[src/rtl/ctrl_reg_pkg.sv]
// Package: shared select codes and status-bit positions for the control
// register bank. Assumes a status word of at least 31 bits.
package ctrl_reg_pkg;
    typedef enum logic [2:0] {
        SEL_SR  = 3'd0,
        SEL_SSR = 3'd1,
        SEL_SPC = 3'd2,
        SEL_GBR = 3'd3,
        SEL_VBR = 3'd4
    } reg_sel_e;

    localparam int BIT_T  = 0;
    localparam int BIT_S  = 1;
    localparam int BIT_Q  = 8;
    localparam int BIT_M  = 9;
    localparam int BIT_MD = 30;
endpackage

[src/rtl/crb_access_gate.sv]
// Access gate: decodes the select code into per-register write enables and
// a read permission, and registers a one-cycle violation pulse for user-mode
// accesses to protected registers. Assumes one access per cycle.
module crb_access_gate
    import ctrl_reg_pkg::*;
#(
    parameter int SEL_W = 3
) (
    input  logic             clk,
    input  logic             rst_n,
    input  logic             priv,
    input  logic [SEL_W-1:0] sel,
    input  logic             wr_en,
    input  logic             rd_en,
    output logic             we_sr,
    output logic             we_ssr,
    output logic             we_spc,
    output logic             we_gbr,
    output logic             we_vbr,
    output logic             rd_ok,
    output logic             viol
);
    logic is_sr, is_ssr, is_spc, is_gbr, is_vbr;
    logic protected_sel, known_sel, denied;

    // decode the select code and the privilege check
    always_comb begin
        is_sr         = (sel == SEL_SR);
        is_ssr        = (sel == SEL_SSR);
        is_spc        = (sel == SEL_SPC);
        is_gbr        = (sel == SEL_GBR);
        is_vbr        = (sel == SEL_VBR);
        protected_sel = is_ssr | is_spc | is_vbr;
        known_sel     = is_sr | protected_sel | is_gbr;
        denied        = protected_sel & ~priv;
        we_sr         = wr_en & is_sr;
        we_gbr        = wr_en & is_gbr;
        we_ssr        = wr_en & is_ssr & priv;
        we_spc        = wr_en & is_spc & priv;
        we_vbr        = wr_en & is_vbr & priv;
        rd_ok         = rd_en & known_sel & ~denied;
    end

    // register the violation pulse
    always_ff @(posedge clk) begin
        if (!rst_n) viol <= 1'b0;
        else        viol <= (wr_en | rd_en) & denied;
    end

    // user mode never produces a protected write enable
    assert_no_user_protected_write_R3: assert property (@(posedge clk)
        disable iff (!rst_n) !priv |-> !(we_ssr | we_spc | we_vbr));

    // codes beyond the map never raise the violation flag
    assert_unmapped_no_viol_R9: assert property (@(posedge clk)
        disable iff (!rst_n) (sel > SEL_VBR) |=> !viol);
endmodule

[src/rtl/crb_status_reg.sv]
// Status register: takes full writes in privileged mode and masked writes
// in user mode, and applies the T-flag strobes last. Assumes DATA_W > 30.
module crb_status_reg
    import ctrl_reg_pkg::*;
#(
    parameter int DATA_W = 32
) (
    input  logic              clk,
    input  logic              rst_n,
    input  logic              we,
    input  logic              user_mode,
    input  logic [DATA_W-1:0] wdata,
    input  logic              t_set,
    input  logic              t_clr,
    output logic [DATA_W-1:0] sr_q
);
    localparam logic [DATA_W-1:0] UMASK = (DATA_W'(1) << BIT_T) | (DATA_W'(1) << BIT_S)
                                        | (DATA_W'(1) << BIT_Q) | (DATA_W'(1) << BIT_M);
    localparam logic [DATA_W-1:0] SR_RST = DATA_W'(1) << BIT_MD;

    logic [DATA_W-1:0] sr_nxt;

    // next status value: write (masked in user mode), then T strobes
    always_comb begin
        sr_nxt = sr_q;
        if (we) sr_nxt = user_mode ? ((sr_q & ~UMASK) | (wdata & UMASK)) : wdata;
        if (t_set)      sr_nxt[BIT_T] = 1'b1;
        else if (t_clr) sr_nxt[BIT_T] = 1'b0;
    end

    // status register flop
    always_ff @(posedge clk) begin
        if (!rst_n) sr_q <= SR_RST;
        else        sr_q <= sr_nxt;
    end

    // user writes keep every unmasked bit
    assert_user_mask_R5: assert property (@(posedge clk) disable iff (!rst_n)
        (we && user_mode) |=> ((sr_q & ~UMASK) == $past(sr_q & ~UMASK)));

    // the set strobe always leaves T high
    assert_t_set_R8: assert property (@(posedge clk) disable iff (!rst_n)
        t_set |=> sr_q[BIT_T]);

    // clear without set always leaves T low
    assert_t_clr_R8: assert property (@(posedge clk) disable iff (!rst_n)
        (t_clr && !t_set) |=> !sr_q[BIT_T]);
endmodule

[src/rtl/crb_save_regs.sv]
// Save registers: capture status and PC on exception entry, and otherwise
// take privileged writes. The exception capture has priority over a write.
module crb_save_regs #(
    parameter int DATA_W = 32
) (
    input  logic              clk,
    input  logic              rst_n,
    input  logic              exc_take,
    input  logic [DATA_W-1:0] exc_pc,
    input  logic [DATA_W-1:0] sr_in,
    input  logic              we_ssr,
    input  logic              we_spc,
    input  logic [DATA_W-1:0] wdata,
    output logic [DATA_W-1:0] ssr_q,
    output logic [DATA_W-1:0] spc_q
);
    // saved status: exception capture first, then write
    always_ff @(posedge clk) begin
        if (!rst_n)        ssr_q <= '0;
        else if (exc_take) ssr_q <= sr_in;
        else if (we_ssr)   ssr_q <= wdata;
    end

    // saved PC: exception capture first, then write
    always_ff @(posedge clk) begin
        if (!rst_n)        spc_q <= '0;
        else if (exc_take) spc_q <= exc_pc;
        else if (we_spc)   spc_q <= wdata;
    end

    // status is captured on entry, whatever else is written
    assert_ssr_capture_R7: assert property (@(posedge clk) disable iff (!rst_n)
        exc_take |=> (ssr_q == $past(sr_in)));

    // PC is captured on entry, whatever else is written
    assert_spc_capture_R6: assert property (@(posedge clk) disable iff (!rst_n)
        exc_take |=> (spc_q == $past(exc_pc)));
endmodule

[src/rtl/crb_base_regs.sv]
// Base registers: the global base (open to all modes) and the vector base
// (privileged writes only, enforced by the gate). The vector base resets to 0.
module crb_base_regs #(
    parameter int DATA_W = 32
) (
    input  logic              clk,
    input  logic              rst_n,
    input  logic              we_gbr,
    input  logic              we_vbr,
    input  logic [DATA_W-1:0] wdata,
    output logic [DATA_W-1:0] gbr_q,
    output logic [DATA_W-1:0] vbr_q
);
    // global base: reset value is not part of the contract
    always_ff @(posedge clk) begin
        if (!rst_n)      gbr_q <= '0;
        else if (we_gbr) gbr_q <= wdata;
    end

    // vector base: defined reset to zero
    always_ff @(posedge clk) begin
        if (!rst_n)      vbr_q <= '0;
        else if (we_vbr) vbr_q <= wdata;
    end

    // the vector base moves only on its write enable
    assert_vbr_hold_R2: assert property (@(posedge clk) disable iff (!rst_n)
        !we_vbr |=> $stable(vbr_q));
endmodule

[src/rtl/ctrl_reg_bank.sv]
// Top: privileged control register bank. Joins the access gate, status,
// save and base registers, and muxes the read port. Assumes single-cycle
// exception strobes from the pipeline.
module ctrl_reg_bank
    import ctrl_reg_pkg::*;
#(
    parameter int DATA_W = 32,
    parameter int SEL_W  = 3
) (
    input  logic              clk,
    input  logic              rst_n,
    input  logic              priv,
    input  logic [SEL_W-1:0]  sel,
    input  logic              wr_en,
    input  logic              rd_en,
    input  logic [DATA_W-1:0] wdata,
    output logic [DATA_W-1:0] rdata,
    input  logic              exc_take,
    input  logic [DATA_W-1:0] exc_pc,
    input  logic              t_set,
    input  logic              t_clr,
    output logic [DATA_W-1:0] vbr_out,
    output logic [DATA_W-1:0] sr_out,
    output logic              viol
);
    logic we_sr, we_ssr, we_spc, we_gbr, we_vbr, rd_ok;
    logic [DATA_W-1:0] sr_q, ssr_q, spc_q, gbr_q, vbr_q;

    crb_access_gate #(.SEL_W(SEL_W)) u_gate (
        .clk(clk), .rst_n(rst_n), .priv(priv), .sel(sel),
        .wr_en(wr_en), .rd_en(rd_en),
        .we_sr(we_sr), .we_ssr(we_ssr), .we_spc(we_spc),
        .we_gbr(we_gbr), .we_vbr(we_vbr), .rd_ok(rd_ok), .viol(viol)
    );

    crb_status_reg #(.DATA_W(DATA_W)) u_sr (
        .clk(clk), .rst_n(rst_n), .we(we_sr), .user_mode(~priv),
        .wdata(wdata), .t_set(t_set), .t_clr(t_clr), .sr_q(sr_q)
    );

    crb_save_regs #(.DATA_W(DATA_W)) u_save (
        .clk(clk), .rst_n(rst_n), .exc_take(exc_take), .exc_pc(exc_pc),
        .sr_in(sr_q), .we_ssr(we_ssr), .we_spc(we_spc), .wdata(wdata),
        .ssr_q(ssr_q), .spc_q(spc_q)
    );

    crb_base_regs #(.DATA_W(DATA_W)) u_base (
        .clk(clk), .rst_n(rst_n), .we_gbr(we_gbr), .we_vbr(we_vbr),
        .wdata(wdata), .gbr_q(gbr_q), .vbr_q(vbr_q)
    );

    // read mux, zero unless the read is permitted
    always_comb begin
        rdata = '0;
        if (rd_ok) begin
            case (sel)
                SEL_SR:  rdata = sr_q;
                SEL_SSR: rdata = ssr_q;
                SEL_SPC: rdata = spc_q;
                SEL_GBR: rdata = gbr_q;
                SEL_VBR: rdata = vbr_q;
                default: rdata = '0;
            endcase
        end
    end

    // drive the always-visible outputs
    assign vbr_out = vbr_q;
    assign sr_out  = sr_q;

    // a violation only follows a user-mode cycle
    assert_viol_user_only_R3: assert property (@(posedge clk) disable iff (!rst_n)
        viol |-> $past(!priv));

    // entry alone leaves the T flag as it was
    assert_t_kept_on_entry_R6: assert property (@(posedge clk) disable iff (!rst_n)
        (exc_take && !t_set && !t_clr && !we_sr) |=> $stable(sr_q[BIT_T]));

    // global base accesses never flag a violation
    assert_gbr_no_viol_R4: assert property (@(posedge clk) disable iff (!rst_n)
        (sel == SEL_GBR) |=> !viol);
endmodule

[config.mk]
export PLATFORM = sky130hd
export DESIGN_NAME = ctrl_reg_bank
export DESIGN_NICKNAME = d
export VERILOG_FILES = /design/src/rtl/ctrl_reg_pkg.sv /design/src/rtl/crb_access_gate.sv /design/src/rtl/crb_status_reg.sv /design/src/rtl/crb_save_regs.sv /design/src/rtl/crb_base_regs.sv /design/src/rtl/ctrl_reg_bank.sv
export SDC_FILE = /design/constraint.sdc
export NUM_CORES = 1
export LEC_CHECK = 0
export ABC_AREA = 1
export ABC_CLOCK_PERIOD_IN_PS = 1700
export BUFFER_PORTS_ARGS = -buffer_cell sky130_fd_sc_hd__buf_2
export CAP_MARGIN = 20
export CORE_MARGIN = 2
export CORE_UTILIZATION = 50
export DETAILED_ROUTE_END_ITERATION = 8
export PLACE_DENSITY = 0.82
export SYNTH_ARGS = -nofsm -noshare
export SYNTH_HDL_FRONTEND = slang
export SYNTH_HIERARCHICAL = 1
export SYNTH_SLANG_ARGS = --single-unit
export TNS_END_PERCENT = 20
[constraint.sdc]
create_clock -name clk -period 1.7 [get_ports clk]
set_input_delay 0.085 -clock clk [delete_from_list [all_inputs] [get_ports clk]]
set_output_delay 0.085 -clock clk [all_outputs]
set_load 0.005 [all_outputs]
* Word level (Yosys, flattened, before mapping) *
Cells that the tools add are included.

word-level totals
  bits in registers = 161
  bits in latches = 0
  bits in writable memories = 0
  bits in read-only memories = 0
  input port bits = 75
  output and inout port bits = 97
  logic and storage cells = 45
  memories kept = 0

operators by class
  add/subtract/negate cells = 0
  multiply operators = 0
  divide/modulo/power cells = 0
  order comparisons = 0
  equal/unequal tests = 4
  shifts and indexed selects = 0
  mux-type cells = 10
  bitwise operators = 20
  reduce and logical (&&, ||, !) cells = 4

operators by type and width
  cell                                                              count
  32-bit two-way mux                                                6
  32-bit case mux with 5 select lines                               1
  32-bit by 10-bit bitwise OR with 32-bit output                    1
  1-bit bitwise AND                                                 12
  3-bit by 2-bit == test with 1-bit output (second input constant)  2
  1-bit bitwise OR                                                  5
  2-bit nonzero test                                                2
  3-bit by 1-bit == test with 1-bit output (second input constant)  1
  3-bit == test (second input constant)                             1
  3-bit zero test                                                   1
  1-bit two-way mux                                                 3
  3-bit nonzero test                                                1
  1-bit inverter                                                    2

* Depth between registers and ports, before layout *
  depth in word-level cells = 8
  gate-level depth with buffers = 10
  gate-level depth less buffers = 8

* By module *
Netlist, hierarchy kept.

by module, submodules not included
  module           instances  cells an instance  area each (sq um)  sequential area each (sq um)
  crb_save_regs    1          485                3039.2             1281.2
  crb_base_regs    1          373                2572.5             1281.2
  ctrl_reg_bank    1          331                1659.1             0.0
  crb_status_reg   1          146                1157.4             640.6
  crb_access_gate  1          22                 111.4              20.0

* Worst setup path after synthesis *
OpenSTA, ideal clock, no wires.

  path type = input port to flip-flop
  from = input port sel[1]
  to = register u_sr.sr_q[10]
  arrival = 1.246 ns
  data required time = 1.584 ns
  setup slack = 0.338 ns
  stages on the path = 6
  path through = nor4_1 nand2_2 buf_6 buf_6 o21ai_0 nor2_1

between the ends
  cells in the longest elaborated chain, start to end = 2

RTL lines
  element                 RTL line               RTL
  start: declaration      ctrl_reg_bank.sv:13    input logic [SEL_W-1:0] sel,
  3-bit zero test         crb_access_gate.sv:28  is_sr = (sel == SEL_SR);
  1-bit bitwise AND       crb_access_gate.sv:36  we_sr = wr_en & is_sr;
  end signal: assignment  crb_status_reg.sv:34   else sr_q <= sr_nxt;
  end: declaration        crb_status_reg.sv:15   output logic [DATA_W-1:0] sr_q

Every way passes these cells.
A chain may end at the register's enable or synchronous reset.

* Final worst setup path *
  from = input port sel[1]
  to = register u_sr.sr_q[0]

between the ends
  cells in the longest elaborated chain, start to end = 3

RTL lines
  element                       RTL line               RTL
  3-bit zero test               crb_access_gate.sv:28
  1-bit bitwise AND             crb_access_gate.sv:36
  via we_sr                     ctrl_reg_bank.sv:26    logic we_sr, we_ssr, we_spc, we_gbr, we_vbr, rd_ok;
  3-bit nonzero test (no line)  --

The timed path passes the listed nets, and every way through them passes these cells.

==> run_results.csv <==
group,metric,value,unit
run_status,status,"completed",
timing,setup_viol,0,
critical_path,path_class,"in -> reg",
power_and_ir_drop,leakagePower,0.005339,uW
routing,dr_total_vias,9845,
placement,post-place-ws,0.6538,ps
critical_path,critical_path.cell_chain,"buf_2, nor4_1, buf_4, inv_1, nand2_1, nand3_1, a21oi_1, dlygate4sd3_1",
floorplanning,initial_core_util,0.5131,
placement,gp_congestion,0.8684,
placement,io_buffers,171,
synth,yosys_register_bits,161,
synth,syn_nets,1432,
timing,setup_ws,55.60,ps
floorplanning,rows,47,
routing,wl_per_cell,16.27,um
finish,layout_commonest_cell,"nand2_1",
job,cap_violations,0,
synth,syn_inst,1357,
floorplanning,core-area,16640,sq um
critical_path,required,2070,ps
clock_tree,cts.clk_slew.worst_paths,70,ps
timing,min_period_over_period,0.9673,
finish,finish.instance_area,10720,sq um
clock_tree,clkLatencyLatePin,430,ps
routing,wirelength,29030,um
timing,skew,8.074,ps
synth,yosys_warnings,6,
synth,yosysSeqAreaShare,0.3774,
synth,synth_cell_type_count,24,
finish,drive_above_1_share,0.1629,
critical_path,startpoint,"sel[1]",
critical_path,slowest_stage,"dlygate4sd3_1",
critical_path,r2r-end,"u_sr/sr_q[0]",
routing,ant_nets,0,
grt,grt_use_total,0.3140,
timing,tightest_slew,1003,ps
floorplanning,die_x,134.7,um
finish,n_antenna_cell,0,
critical_path,cp-end-kind,"register",
min_path,hold-path-cell-count,3,
power_and_ir_drop,power.density,823.5,nW/um^2
routing,dr.first_iter.drc_count,1276,
synth,synth_area_leader_cell,"dfxtp_1",
routing,firstDrtPassIters,5,
synth,synth_top_area_frac,0.3774,
clock_tree,htree_levels,4,
finish,final_util,0.6443,
critical_path,max_stage_delay,560,ps
timing,period_needed,1644,ps
critical_path,worst-path-max-fanout,7,
grt,antenna_found_initial,0,
critical_path,rr_worst_depth,5,
finish,stdcell_count,1785,
critical_path,rrSetupSlack,330,ps
clock_tree,clockBufferDepth,2,
power_and_ir_drop,power.total,8830,uW
clock_tree,cts_inserted_buffers,17,
critical_path,cp.arrival,2020,ps
finish,num-fill-cells,1466,
min_path,hold_start,"wdata[20]",
critical_path,crit_path_start_kind,"input pin",
finish,final_cell_mix,"nand2_1 (332), nand3_1 (261), nor2_1 (253), buf_2 (170), dfxtp_1 (161)",
timing,finalHoldViolations,0,
routing,drc,0,
timing,relSlewSlack,0.3299,
finish,num-nets-final,1627,
power_and_ir_drop,vdd_drop_max,780.4,uV
timing,drv_slew,0,
synth,syn_avg_cell_area,6.293,sq um
placement,dp_cells,1686,
critical_path,worstReg2RegStart,"u_sr/sr_q[0]",
min_path,holdPathEnd,"u_sr/sr_q[20]",
placement,placed_area,9475,sq um
clock_tree,cts.sinks,161,
synth,synth_area,8539,sq um
min_path,hp-class,"in -> reg",
clock_tree,cts_setup_buffers,0,
routing,vias_per_cell,5.515,
floorplanning,ios,172,
clock_tree,cts_tree,"built",
placement,place_hpwl,17260,um
grt,grt-ovfl-total,0,
synth,yosys-top-cells-area,"dfxtp_1 (38%), nand3_1 (15%), nand2_1 (15%), nor2_1 (11%), inv_1 (6.1%)",
finish,area_delta_synth_final,25.57,%
floorplanning,fp.dieArea,18140,sq um
timing,rsz0062_at_grt,"true",
grt,grt_pass1_vias,9120,
grt,grt_max_degree,49,
clock_tree,cts_root_buf,"clkbuf_16",
grt,grt_pass1_wl,45380,um
floorplanning,die_h,134.7,um
timing,fmax,608.1,MHz
where the power goes:
group / switching [uW] / internal, uW / leakage [uW]
clock network: 1660 / 2030 / 0.000267
registers: 83.2 / 3890 / 0.00131
logic: 726 / 445 / 0.00376
total: 2470 / 6360 / 0.00534
worst max-delay path by stage:
stage / slack [ps] / endpoint
2_1_floorplan: 340 / u_sr/sr_q[10]
3_3_place_gp: 20 / u_sr/sr_q[17]
3_5_place_dp: 0.7 / rdata[27]
4_1_cts: 3 / rdata[27]
5_1_grt: -20 / u_sr/sr_q[0]
6_report: 60 / u_sr/sr_q[0]
per-stage QoR:
step	TNS (ps)	hold WS (ps)
after global routing	-20.68	25.79
final	0	16.24
after detailed placement	0	337.5
after global placement	0	325.1
after floorplan	0	198.2
after CTS	0	2.878
sequential cells by signal (all words and copies together), names as in the netlist:
| name | flops |
|---|---|
| u_save/spc_q | 32 |
| u_sr/sr_q | 32 |
| u_base/gbr_q | 32 |
| u_gate/viol | 1 |
| u_save/ssr_q | 32 |
| u_base/vbr_q | 32 |
Yosys cell counts:
| cell | n |
|---|---|
| buf_8 | 2 |
| clkbuf_1 | 24 |
| nor2_1 | 259 |
| nor2_2 | 1 |
| buf_1 | 5 |
| nand3_4 | 1 |
| buf_2 | 27 |
| inv_4 | 1 |
| buf_6 | 22 |
| inv_8 | 1 |
| a21oi_1 | 2 |
| inv_2 | 1 |
| o21ai_0 | 37 |
| buf_4 | 18 |
| nand2_2 | 1 |
| nor2_4 | 1 |
| nand4_1 | 37 |
| clkbuf_2 | 1 |
| inv_1 | 138 |
| o21ai_1 | 22 |
| dfxtp_1 | 161 |
| nor4_1 | 2 |
| nand3_1 | 261 |
| nand2_1 | 332 |
repair_timing:
item / CTS / global route
endpoints found under the hold margin: 73 / 0
resized for setup: 0 / 6
hold buffers: 67 / 0
endpoints found under the setup margin: 0 / 21
layer usage:
layer	GRT usage	vias up	part of all wire
met5	0	-	0
met4	0.1415	0	0.034
met3	0.05593	98	0.10
met2	0.5127	583	0.47
met1	0.4061	4483	0.40
li1	-	4681	-
layout make-up:
class | instances | area, sq um | share of cell area
multi-input cells | 957 | 4189 | 0.3907
inverters | 141 | 539.3 | 0.05029
clock buffers | 17 | 425.4 | 0.03967
clock inverters | 15 | 132.6 | 0.01237
well taps | 220 | 275.3 | 0.02567
repair buffers | 274 | 1938 | 0.1807
flip-flops and latches | 161 | 3223 | 0.3006
critical path, delay by kind of cell:
family          cells  cell delay (ps)
buf+inv             4             1090
simple gates        3              720
compound gates      1              120
logic make-up after synthesis:
group | after synthesis | synth area share
buf+inv | 240 | 0.1407
simple gates | 895 | 0.4462
flops | 161 | 0.3774
compound gates | 61 | 0.03575
Power figures use the tool's default switching activity.
